$ cat src/rtl/rtc_pkg.sv
package rtc_pkg;

    typedef struct packed {
        logic [7:0] sec;
        logic [7:0] min;
        logic [7:0] hour;
        logic [7:0] dow;
        logic [7:0] date;
        logic [7:0] month;
        logic [7:0] year;
        logic [7:0] cent;
    } rtc_time_t;

    typedef struct packed {
        logic [7:0] a_sec;
        logic [7:0] a_min;
        logic [7:0] a_hour;
        logic [7:0] w_date;
        logic [7:0] w_month;
        logic [7:0] w_year;
        logic [7:0] w_cent;
    } rtc_alarm_t;

    // Field value in its encoding -> plain binary
    function automatic logic [7:0] fld_dec(input logic [7:0] v, input logic bcd);
        logic [7:0] hi;
        hi = {4'b0, v[7:4]} * 8'd10;
        return bcd ? (hi + {4'b0, v[3:0]}) : v;
    endfunction

    // Plain binary -> field value in its encoding
    function automatic logic [7:0] fld_enc(input logic [7:0] b, input logic bcd);
        logic [7:0] tens;
        logic [7:0] ones;
        tens = b / 8'd10;
        ones = b % 8'd10;
        return bcd ? {tens[3:0], ones[3:0]} : b;
    endfunction

    // Alarm field match with don't-care codes 0xC0..0xFF
    function automatic logic fld_ok(input logic [7:0] a, input logic [7:0] v);
        return (a[7:6] == 2'b11) || (a == v);
    endfunction

endpackage

$ cat src/rtl/rtc_prescaler.sv
module rtc_prescaler #(
    parameter int DIV = 32768
) (
    input  logic clk,
    input  logic rst_n,
    output logic tick
);
    localparam int W = (DIV > 1) ? $clog2(DIV) : 1;
    localparam logic [W-1:0] LAST = W'(DIV - 1);

    logic [W-1:0] cnt_d, cnt_q;

    always_comb begin
        tick  = (cnt_q == LAST);
        cnt_d = tick ? '0 : cnt_q + 1'b1;
    end

    always_ff @(posedge clk) begin
        if (!rst_n) cnt_q <= '0;
        else        cnt_q <= cnt_d;
    end

    // one enable per DIV cycles, never two in a row
    p_tick_gap_r2: assert property (@(posedge clk) disable iff (!rst_n)
        tick |=> !tick);

endmodule

$ cat src/rtl/rtc_advance.sv
module rtc_advance
    import rtc_pkg::*;
(
    input  rtc_time_t cur,
    input  logic      bcd,
    output rtc_time_t nxt
);
    logic [7:0] s, m, h, w, d, mo, y, c;
    logic [7:0] dim;
    logic       leap;
    logic       c_min, c_hour, c_day, c_mon, c_year, c_cent;

    always_comb begin
        s  = fld_dec(cur.sec,   bcd);
        m  = fld_dec(cur.min,   bcd);
        h  = fld_dec(cur.hour,  bcd);
        w  = fld_dec(cur.dow,   bcd);
        d  = fld_dec(cur.date,  bcd);
        mo = fld_dec(cur.month, bcd);
        y  = fld_dec(cur.year,  bcd);
        c  = fld_dec(cur.cent,  bcd);

        // full year = 100*c + y; 100 is a multiple of 4
        leap = (y == 8'd0) ? (c[1:0] == 2'b00) : (y[1:0] == 2'b00);

        case (mo)
            8'd2:                      dim = leap ? 8'd29 : 8'd28;
            8'd4, 8'd6, 8'd9, 8'd11:   dim = 8'd30;
            default:                   dim = 8'd31;
        endcase

        c_min  = (s >= 8'd59);
        c_hour = c_min  && (m >= 8'd59);
        c_day  = c_hour && (h >= 8'd23);
        c_mon  = c_day  && (d >= dim);
        c_year = c_mon  && (mo >= 8'd12);
        c_cent = c_year && (y >= 8'd99);

        nxt = cur;
        nxt.sec = fld_enc(c_min ? 8'd0 : s + 8'd1, bcd);
        if (c_min)  nxt.min   = fld_enc(c_hour ? 8'd0 : m + 8'd1, bcd);
        if (c_hour) nxt.hour  = fld_enc(c_day  ? 8'd0 : h + 8'd1, bcd);
        if (c_day) begin
            nxt.dow  = fld_enc((w >= 8'd7) ? 8'd1 : w + 8'd1, bcd);
            nxt.date = fld_enc(c_mon ? 8'd1 : d + 8'd1, bcd);
        end
        if (c_mon)  nxt.month = fld_enc(c_year ? 8'd1 : mo + 8'd1, bcd);
        if (c_year) nxt.year  = fld_enc(c_cent ? 8'd0 : y + 8'd1, bcd);
        if (c_cent) nxt.cent  = fld_enc((c >= 8'd99) ? 8'd0 : c + 8'd1, bcd);
    end

endmodule

$ cat src/rtl/rtc_alarm_match.sv
module rtc_alarm_match
    import rtc_pkg::*;
(
    input  rtc_time_t  tm,
    input  rtc_alarm_t al,
    output logic       tod_hit,
    output logic       wake_hit
);
    logic tod_part;

    always_comb begin
        tod_part = fld_ok(al.a_sec,  tm.sec)  &&
                   fld_ok(al.a_min,  tm.min)  &&
                   fld_ok(al.a_hour, tm.hour);
        tod_hit  = tod_part;
        wake_hit = tod_part                     &&
                   fld_ok(al.w_date,  tm.date)  &&
                   fld_ok(al.w_month, tm.month) &&
                   fld_ok(al.w_year,  tm.year)  &&
                   fld_ok(al.w_cent,  tm.cent);
    end

endmodule

$ cat src/rtl/rtc_calendar_core.sv
module rtc_calendar_core
    import rtc_pkg::*;
#(
    parameter int PRESC_DIV = 32768
) (
    input  logic       clk,
    input  logic       rst_n,
    input  logic       bin_mode,
    input  logic       wr_en,
    input  logic [3:0] wr_addr,
    input  logic [7:0] wr_data,
    input  logic [3:0] rd_addr,
    output logic [7:0] rd_data,
    output logic       upd_done,
    output logic       alarm_tod,
    output logic       alarm_wake
);
    typedef struct packed {
        rtc_time_t  tm;
        rtc_alarm_t al;
        logic       upd;
    } core_state_t;

    core_state_t st_d, st_q;
    rtc_time_t   tm_adv;
    logic        tick, bcd, tod_hit, wake_hit;

    assign bcd = ~bin_mode;

    rtc_prescaler #(.DIV(PRESC_DIV)) i_presc (
        .clk   (clk),
        .rst_n (rst_n),
        .tick  (tick)
    );

    rtc_advance i_adv (
        .cur (st_q.tm),
        .bcd (bcd),
        .nxt (tm_adv)
    );

    rtc_alarm_match i_match (
        .tm       (st_q.tm),
        .al       (st_q.al),
        .tod_hit  (tod_hit),
        .wake_hit (wake_hit)
    );

    always_comb begin
        st_d     = st_q;
        st_d.upd = tick;
        if (tick) st_d.tm = tm_adv;
        if (wr_en) begin
            case (wr_addr)
                4'd0:  st_d.tm.sec    = wr_data;
                4'd1:  st_d.tm.min    = wr_data;
                4'd2:  st_d.tm.hour   = wr_data;
                4'd3:  st_d.tm.dow    = wr_data;
                4'd4:  st_d.tm.date   = wr_data;
                4'd5:  st_d.tm.month  = wr_data;
                4'd6:  st_d.tm.year   = wr_data;
                4'd7:  st_d.tm.cent   = wr_data;
                4'd8:  st_d.al.a_sec  = wr_data;
                4'd9:  st_d.al.a_min  = wr_data;
                4'd10: st_d.al.a_hour = wr_data;
                4'd11: st_d.al.w_date = wr_data;
                4'd12: st_d.al.w_month = wr_data;
                4'd13: st_d.al.w_year = wr_data;
                4'd14: st_d.al.w_cent = wr_data;
                default: ;
            endcase
        end
    end

    always_ff @(posedge clk) begin
        if (!rst_n) begin
            st_q          <= '0;
            st_q.tm.dow   <= 8'h01;
            st_q.tm.date  <= 8'h01;
            st_q.tm.month <= 8'h01;
        end else begin
            st_q <= st_d;
        end
    end

    always_comb begin
        case (rd_addr)
            4'd0:    rd_data = st_q.tm.sec;
            4'd1:    rd_data = st_q.tm.min;
            4'd2:    rd_data = st_q.tm.hour;
            4'd3:    rd_data = st_q.tm.dow;
            4'd4:    rd_data = st_q.tm.date;
            4'd5:    rd_data = st_q.tm.month;
            4'd6:    rd_data = st_q.tm.year;
            4'd7:    rd_data = st_q.tm.cent;
            4'd8:    rd_data = st_q.al.a_sec;
            4'd9:    rd_data = st_q.al.a_min;
            4'd10:   rd_data = st_q.al.a_hour;
            4'd11:   rd_data = st_q.al.w_date;
            4'd12:   rd_data = st_q.al.w_month;
            4'd13:   rd_data = st_q.al.w_year;
            4'd14:   rd_data = st_q.al.w_cent;
            default: rd_data = 8'h00;
        endcase
    end

    assign upd_done   = st_q.upd;
    assign alarm_tod  = st_q.upd & tod_hit;
    assign alarm_wake = st_q.upd & wake_hit;

    // update strobe lasts one cycle
    p_upd_single_r8: assert property (@(posedge clk) disable iff (!rst_n)
        upd_done |=> !upd_done);

    // fields hold without an advance or a write
    p_hold_r13: assert property (@(posedge clk) disable iff (!rst_n)
        (!tick && !wr_en) |=> $stable(st_q.tm));

    // seconds at 59 wrap to 00 on an advance
    p_sec_wrap_r2: assert property (@(posedge clk) disable iff (!rst_n)
        (tick && !wr_en && fld_dec(st_q.tm.sec, bcd) == 8'd59)
        |=> (st_q.tm.sec == 8'h00));

    // day of week stays inside 1..7 across an advance
    p_dow_range_r4: assert property (@(posedge clk) disable iff (!rst_n)
        (tick && !wr_en && st_q.tm.dow >= 8'd1 && st_q.tm.dow <= 8'd7)
        |=> (st_q.tm.dow >= 8'd1 && st_q.tm.dow <= 8'd7));

    // a seconds write is stored
    p_wr_store_r11: assert property (@(posedge clk) disable iff (!rst_n)
        (wr_en && wr_addr == 4'd0) |=> (st_q.tm.sec == $past(wr_data)));

endmodule

$ cat config.mk
export PLATFORM = sky130hd
export DESIGN_NAME = rtc_calendar_core
export DESIGN_NICKNAME = d
export VERILOG_FILES = /design/src/rtl/rtc_pkg.sv /design/src/rtl/rtc_prescaler.sv /design/src/rtl/rtc_advance.sv /design/src/rtl/rtc_alarm_match.sv /design/src/rtl/rtc_calendar_core.sv
export SDC_FILE = /design/constraint.sdc
export NUM_CORES = 1
export LEC_CHECK = 0
export BUFFER_PORTS_ARGS = -buffer_cell sky130_fd_sc_hd__buf_2
export CORE_UTILIZATION = 60
export CTS_CLUSTER_DIAMETER = 100
export DETAILED_ROUTE_END_ITERATION = 16
export GPL_TIMING_DRIVEN = 0
export PLACE_DENSITY = 0.82
export SYNTH_ARGS = -nofsm -noshare
export SYNTH_HDL_FRONTEND = slang
export SYNTH_HIERARCHICAL = 1
export SYNTH_SLANG_ARGS = --single-unit
$ cat constraint.sdc
create_clock -name clk -period 7.03 [get_ports clk]
set_input_delay 0.3515 -clock clk [delete_from_list [all_inputs] [get_ports clk]]
set_output_delay 0.3515 -clock clk [all_outputs]
set_load 0.02 [all_outputs]
Word-level counts from Yosys, hierarchy flattened --
Cells that the tools add are included.
Cells by class: add/subtract/negate cells 17, multiply operators 8, div/mod/pow operators 16, magnitude comparators 8, equality and inequality tests 48, muxes and demuxes 51, bitwise gates (word level) 3, reduce and logical (&&, ||, !) cells 32
Operators by type and width (number):
- 8-bit two-way mux | 44
- 120-bit two-way mux | 1
- 8-bit case mux with 15 select lines | 1
- 8-bit by 1-bit adder with 8-bit output (second input constant) | 8
- 8-bit by 4-bit adder with 8-bit output | 8
- 8-bit by 4-bit divider with 8-bit output (second input constant) | 8
- 8-bit by 4-bit modulo with 8-bit output (second input constant) | 8
- 64-bit two-way mux | 1
- 4-bit == test (second input constant) | 14
- 8-bit == test | 7
- 4-bit by 3-bit multiplier with 7-bit output (second input constant) | 8
- 4-bit by 3-bit == test with 1-bit output (second input constant) | 8
- 4-bit by 2-bit == test with 1-bit output (second input constant) | 4
- 8-bit by 3-bit == test with 1-bit output (second input constant) | 2
- 8-bit by 4-bit == test with 1-bit output (second input constant) | 2
- 8-bit by 6-bit >= comparator with 1-bit output (second input constant) | 2
- 8-bit by 7-bit >= comparator with 1-bit output (second input constant) | 2
- 16-bit two-way mux | 1
- 8-bit case mux with 2 select lines | 1
- 15-bit by 1-bit adder with 15-bit output (second input constant) | 1
- 15-bit == test (second input constant) | 1
- 2-bit == test (second input constant) | 7
- 2-bit AND reduction | 7
- 1-bit logical AND | 11
- other kinds (15) | 26
Word-level totals: register bits 136, input bits 20, output and inout bits 11

Logic depth before layout (Yosys ltp) --
Gate-level depths: netlist of run 1.
depth after elaboration 18, mapped depth 32, depth with buffers taken out 28

By module --
The synthesis of run 1 kept the hierarchy.
By module, submodules not included:
- rtc_advance | times used 1, cells an instance 1273, area each 8858.5 sq um
- rtc_calendar_core | times used 1, cells an instance 709, area each 6404.9 sq um
- rtc_prescaler | times used 1, cells an instance 69, area each 700.7 sq um
- rtc_alarm_match | times used 1, cells an instance 80, area each 653.1 sq um

Least setup slack after synthesis of run 1 --
No wires, ideal clock.
path kind reg-to-reg, start point register, netlist name st_q[70], end point register, netlist name st_q[83], library setup time 116 ps, data arrival time 5764 ps, data required time 6914 ps, path slack 1150 ps, stages on the path, launching flop included 28, clock period less this slack 5880 ps, path through dfxtp_1 -> ha_1 -> ha_1 -> fa_1 -> nand2_2 -> nor3_4 -> mux2i_1 -> o21ai_1 -> or3_1 -> o41ai_1 -> a22oi_1 -> ha_1 -> nand2b_1 -> a21oi_1 -> o21a_1 -> a22oi_1 -> a21boi_2 -> mux2i_1 -> o221ai_1 -> a211oi_1 -> nor2_1 -> xnor2_1 -> ha_1 -> o211ai_1 -> a32o_1 -> mux2i_1 -> nand2_1 -> o211a_1

==> results.cfg, run 1 <==
[synthesis]
synth.ff_latch_count = 136
ys.flop_type = dfxtp_1
syn_avg_cell_area_um2 = 7.80
seq_area_frac_synth_pct = 16.4
ys_types = 124
yosys-top-cells-area = dfxtp_1, mux2i_1, nand2_1
synth_top_area_share_pct = 16.4
synth-edff-count = 0
yosysTopAreaCell = dfxtp_1
synth_area_mm2 = 0.0166
async_flop_share_pct = 0
syn_nets = 2246
yosys_warnings = 6
synthesis.instances = 2131

[clock_tree]
cts_buffers = 17
post-cts-setup-buffers = 0
insertion_delay_ps = 430
h-tree-depth = 4
cts.path.max_buffers = 2
cts_tree = built
root_buffer = clkbuf_16
clock-sinks = 136
cts.clk_slew.worst_paths_ps = 60

[layout]
drive_gt1_share_pct = 10.7
antenna_cells = 0
design_area_mm2 = 0.0178
nets = 2293
areaGrowthSynthToFinish_pct = 7.12

[global_route]
antenna_found_initial = 0
grt_pass1_wl_um = 91200
grt-ovfl-total = 0
grt_pass1_vias = 16500
track_usage_pct = 40.9
grt_max_degree = 17

[route]
finalWirelength_um = 58800
wl_per_cell_um = 23.2
dr.pass1.iters = 8
drtIter0Drc = 1886
postRouteAntennaNets = 0
vias_per_cell = 6.99
vias = 17700
drc = 0

[timing]
setup_violations = 0
rsz0062_at_grt = yes
finalSetupTns_ps = 0
fmax_mhz = 149
min_period_ps = 6710
worstMarginPinSlew_ps = 1010
final-hold-violation-count = 0
skew_ps = 10.6
fin_crit_sh_pct = 95.5
slew_violations = 0
relSlewSlack_pct = 32.4
holdWs_ps = 288

[run]
max-cap-violations = 0

[worst_setup_path]
critPathCaptureType = flop
crit_slowest_cell = fa_1
critPathMostFrequentCell = ha_1
path_max_fanout = 7
cp-start-kind = flop
required_ps = 7390
slowest_delay_ps = 560
crit_arrival_ps = 7070
worst-setup-path-type = flop to flop

[placement]
io_buffers = 29
dpl_cell_area_mm2 = 0.0172
dp_hpwl_um = 44200
place_congestion = 1.03

[hold_path]
hp-class = input port to flop

[floorplan]
fp-row-count = 60
dieArea_mm2 = 0.0284
io_pins = 31
initial_core_util_pct = 61.5
die_x_um = 168
chipHeight_um = 168
core_area_mm2 = 0.0270

[run_status]
status = complete, no violations

[pwr]
p_int_mw = 1.51
power_density_mw_per_mm2 = 127
clkPwrFrac_pct = 39.6
power_leakage_nw = 7.86
power_mw = 2.25
peakVddDrop_mv = 0.169
swShare_pct = 32.9
p_comb_share_pct = 24.1
p_seq_share_pct = 36.4
p_switching_uw = 742
[per-stage QoR]
step                      cells  setup WS [ps]  util [%]
after global placement     2501           -919      63.6
after detailed placement   2501          -1030      63.6
after global routing       2531          -25.9      65.9
after floorplan            2131           1150         -
after CTS                  2532           36.2      65.8
final                      2531            318      65.9
[logic make-up after synthesis]
kind of cell | synth area share, %
muxes | 10.0
xor gates and xnor gates | 7.27
adders and majority gates | 7.94
AOI/OAI and AO/OA | 29.6
other | 0.0226
and+or+nand+nor | 23.9
DFF | 16.4
buffers and inverters | 4.82
[power by group through the flow]
| stage | Sequential [mW] | Combinational [mW] | Clock, mW |
|---|---|---|---|
| floorplan | 0.818 | 0.386 | 0 |
| global placement | 0.833 | 0.508 | 0 |
| detailed placement | 0.834 | 0.519 | 0 |
| CTS | 0.817 | 0.524 | 0.887 |
| global route | 0.819 | 0.584 | 0.922 |
| finish | 0.820 | 0.543 | 0.892 |
[per-layer routing]
layer  share of wire, %  GRT usage (%)  up-vias
met5                  0              0        -
met4                6.3           24.5        0
met3                 11           6.44      224
met2                 44           66.5     1025
met1                 39           51.0     8334
li1                   -              -     8099
[placed cells by master (no fill, tap or decap), types with 46 or more instances in the layout]
| cell | count |
|---|---|
| xnor2_1 | 56 |
| ha_1 | 79 |
| buf_2 | 66 |
| nor2_1 | 111 |
| a21boi_0 | 46 |
| o211a_1 | 70 |
| xor2_1 | 82 |
| mux2i_1 | 116 |
| a21oi_1 | 111 |
| nand3_1 | 53 |
| o21ai_0 | 119 |
| clkbuf_1 | 68 |
| nand2_1 | 272 |
| dfxtp_1 | 131 |
[registers in the layout, summed over array words and instances, names as in the netlist]
register and flops:
i_presc/cnt_q 15, st_q 120, upd_done 1
[worst paths after layout]
kind	slack [ps]	endpoint	startpoint	depth (start not counted)
worst max-delay path	320	st_q[84]$_SDFF_PN0_	st_q[72]$_SDFF_PN0_	28
worst min-delay path	290	st_q[80]$_SDFF_PN0_	wr_data[7]	2
worst max register to register	320	st_q[84]$_SDFF_PN0_	st_q[72]$_SDFF_PN0_	28
worst min register to register	460	i_presc/cnt_q[0]$_SDFF_PP0_	i_presc/cnt_q[0]$_SDFF_PP0_	1
[cells in the mapped netlist, drive strengths merged, types with 18 or more instances]
| cell | n |
|---|---|
| nand2 | 273 |
| dfxtp | 136 |
| o21ai | 136 |
| mux2i | 119 |
| nor2 | 118 |
| a21oi | 113 |
| xor2 | 82 |
| ha | 79 |
| clkbuf | 70 |
| o211a | 70 |
| buf | 59 |
| nand3 | 57 |
| xnor2 | 56 |
| a21boi | 49 |
| nor3 | 46 |
| inv | 39 |
| and2 | 38 |
| mux2 | 35 |
| a211oi | 34 |
| a31oi | 31 |
| nor2b | 31 |
| o211ai | 31 |
| nor4 | 29 |
| nand2b | 27 |
| nand3b | 27 |
| or3 | 23 |
| and3 | 22 |
| a21o | 19 |
| o221ai | 19 |
| a22oi | 18 |
[critical path: cells and delay by family, from the launching register on]
kind            cells  cell delay [ps]
compound gates     11             2420
mux                 3              730
fa+ha+maj           5             1550
simple gates        8             1250
xor+xnor            1              180
flops               1              500
[final cells by class]
class                           instances  area [µm²]
Multi-Input combinational cell       1827       13100
Fill cell                            2296        9230
Sequential cell                       136        2730
Buffer                                128         654
Clock buffer                           20         447
Tap cell                              341         427
Inverter                               39         146
Timing Repair Buffer                   29         145
Clock inverter                         11         125
[repair_timing]
action	4_1_cts	5_1_grt
gates resized for setup	6	11
pin swaps	0	2
hold endpoints to repair	0	0
endpoints found under the setup margin	15	15
hold buffers	0	0
No activity file was read; power rests on OpenSTA's default activity.
==> run 2, diff against run 1 <==
--- a/config.mk
+++ b/config.mk
@@ -6,11 +6,13 @@
 export NUM_CORES = 1
 export LEC_CHECK = 0
 export BUFFER_PORTS_ARGS = -buffer_cell sky130_fd_sc_hd__buf_2
-export CORE_UTILIZATION = 60
+export CORE_MARGIN = 8
+export CORE_UTILIZATION = 59
 export CTS_CLUSTER_DIAMETER = 100
 export DETAILED_ROUTE_END_ITERATION = 16
 export GPL_TIMING_DRIVEN = 0
-export PLACE_DENSITY = 0.82
+export HOLD_SLACK_MARGIN = 0.02
+export PLACE_DENSITY = 0.84
 export SYNTH_ARGS = -nofsm -noshare
 export SYNTH_HDL_FRONTEND = slang
 export SYNTH_HIERARCHICAL = 1
==> constraint.sdc (replaced) <==
create_clock -name clk -period 5.6 [get_ports clk]
set_input_delay 0.28 -clock clk [delete_from_list [all_inputs] [get_ports clk]]
set_output_delay 0.28 -clock clk [all_outputs]
set_load 0.02 [all_outputs]
==> run 2 against run 1 <==
  * The flow now finishes with violations (setup timing)
  * Combinational power up 38%
  * Critical path depth down 1
  * Non-clock buffer count up 40
  * Utilization up 1.7 points
  * Final area up 5.4%
  * Largest power group unchanged
  * Critical path type unchanged
  * Highest routed layer unchanged
  * Critical endpoint unchanged
  * Hold slack worse by 57 ps
==> results.cfg, run 2 (synthesized netlist as in run 1, its figures left out) <==
[placement]
io_buffers = 29
place_congestion = 1.04
dp_slack_ps = -2020
dp_hpwl_um = 44600

[layout]
multi_input_area_mm2 = 0.0136
antenna_cells = 0
largest-register = st_q
drive_gt1_share_pct = 16.0
areaGrowthSynthToFinish_pct = 12.9
layout_common_cells = nand2_1, dfxtp_1, mux2i_1, o21ai_0, nor2_1
layout_commonest_cell = nand2_1
fill_cells = 2304
final_util_pct = 67.5
nets = 2333
largest_register_ffs = 120
regArea_mm2 = 0.00277

[global_route]
grt-ovfl-total = 0
grt_max_degree = 20
grt_pass1_vias = 17200
antenna_found_initial = 0
grt_pass1_wl_um = 93900
track_usage_pct = 34.7

[worst_setup_path]
rrSetupSlack_ps = -450
worst-setup-path-type = flop to flop
cp-start-kind = flop
timing.rr.start = st_q[70]$_SDFF_PN0_
ff2ff_path_depth = 27
path_max_fanout = 4
reg2reg_to = st_q[84]$_SDFF_PN0_
critPathCaptureType = flop
required_ps = 5970
crit_arrival_ps = 6420

[clock_tree]
cts.clk_slew.worst_paths_ps = 60
clock-sinks = 136
insertion_delay_ps = 430
root_buffer = clkbuf_16
h-tree-depth = 4
cts.path.max_buffers = 2
cts_buffers = 17
cts_tree = built
postCtsHoldBufs = 0

[pwr]
power_mw = 2.94
power_leakage_nw = 8.21
peakVddDrop_mv = 0.183
power_density_mw_per_mm2 = 157
clkPwrFrac_pct = 39.7
p_comb_share_pct = 25.5
p_switching_uw = 961
p_int_mw = 1.98
p_seq_share_pct = 34.8
swShare_pct = 32.7

[route]
vias = 18500
vias_per_cell = 7.11
dr.pass1.iters = 6
finalWirelength_um = 61200
postRouteAntennaNets = 0
drtIter0Drc = 2184
drc = 0
wl_per_cell_um = 23.5

[timing]
rsz0062_at_grt = yes
final-hold-violation-count = 0
fmax_mhz = 165
skew_ps = 8.55
worstMarginPinSlew_ps = 1130
worst_slack_ps = -452
relSlewSlack_pct = 24.4
fin_crit_sh_pct = 108
min_period_ps = 6050
holdWs_ps = 231
setup_violations = 8
slew_violations = 0

[run_status]
status = finished with violations
violations = setup timing

[floorplan]
fp-row-count = 61
io_pins = 31
die_x_um = 184
core_area_mm2 = 0.0278
initial_core_util_pct = 59.8
dieArea_mm2 = 0.0338
chipHeight_um = 184

[hold_path]
whs_path_depth = 2
min_from = wr_data[1]
hp-class = input port to flop
hold_end = st_q[74]$_SDFF_PN0_

[run]
max-cap-violations = 0
==> run 2: cell types whose count changed in the layout (fill, tap and decap cells not counted), moves of 4 or more <==
cell and delta:
buf_4 +39, dfxtp_4 +8, a21oi_2 +7, dfxtp_1 -12, buf_12 +4, a21oi_1 -8
nor2_1 -6, nand2_1 -4, nand3_1 -4, o21ai_0 -5, dfxtp_2 +4
==> run 2: layout make-up <==
class	instances	share of cell area [%]
multi-input cells	1827	72.4
flip-flops and latches	136	14.7
plain buffers	126	3.85
repair buffers	71	2.56
well taps	378	2.52
clock buffers	21	2.40
clock inverters	11	0.787
inverters	39	0.780
==> run 2: worst max path at each step <==
stage | to | cells after the start | from | slack, ps
CTS | st_q[83]$_SDFF_PN0_ | 27 | st_q[70]$_SDFF_PN0_ | -360
global route | st_q[84]$_SDFF_PN0_ | 27 | st_q[70]$_SDFF_PN0_ | -530
finish | st_q[84]$_SDFF_PN0_ | 27 | st_q[70]$_SDFF_PN0_ | -450
global placement | st_q[100]$_SDFF_PN0_ | 29 | bin_mode | -1950
detailed placement | st_q[100]$_SDFF_PN0_ | 29 | bin_mode | -2020
floorplan | st_q[84]$_SDFF_PN0_ | 28 | st_q[78]$_SDFF_PN0_ | 10
==> run 2: routing by layer <==
metal / vias to the layer above / routed length (µm) / GRT usage, %
met2: 1315 / 27000 / 55.5
met4: 0 / 3930 / 19.4
met1: 8701 / 23200 / 43.5
met3: 353 / 7080 / 6.68
li1: 8177 / - / -
met5: - / 0 / 0
==> run 2: per-stage QoR <==
stage / cell area, µm² / cells / setup TNS [ps]
after detailed placement: 17300 / 2538 / -62270
after CTS: 18400 / 2593 / -1470
after global routing: 18800 / 2609 / -2810
final: 18800 / 2609 / -1740
after global placement: 17300 / 2538 / -58530
after floorplan: 16600 / 2131 / 0
==> run 2: critical path: stages (launching register included) <==
cell	delay [ps]
dfxtp_4	350
ha_4	240
ha_4	170
fa_2	580
nand2_2	80
nor3_4	160
mux2i_2	290
o21ai_2	80
or3_1	330
o41ai_2	360
a22oi_2	90
ha_1	290
nand2b_4	110
a21oi_2	60
o21a_1	200
a22oi_2	230
a21boi_2	130
buf_4	180
or3_4	390
o221a_4	140
a222oi_1	430
nand3_4	140
o21ai_4	110
and3b_2	260
o31ai_4	210
mux2i_1	140
nand2_1	90
o211a_1	140
==> run 2: power groups by stage <==
stage,registers (mW),logic (mW),clock network (mW)
after floorplan,1.03,0.486,0
after global placement,1.05,0.643,0
after detailed placement,1.05,0.657,0
after CTS,1.02,0.696,1.16
after global routing,1.02,0.798,1.20
final,1.02,0.749,1.16
==> run 2: repair_timing <==
item	CTS	global route
resized for setup	85	65
setup endpoints to repair	50	21
pin swaps	38	32
endpoints found under the hold margin	0	0
setup buffers	26	16
cloned	0	0
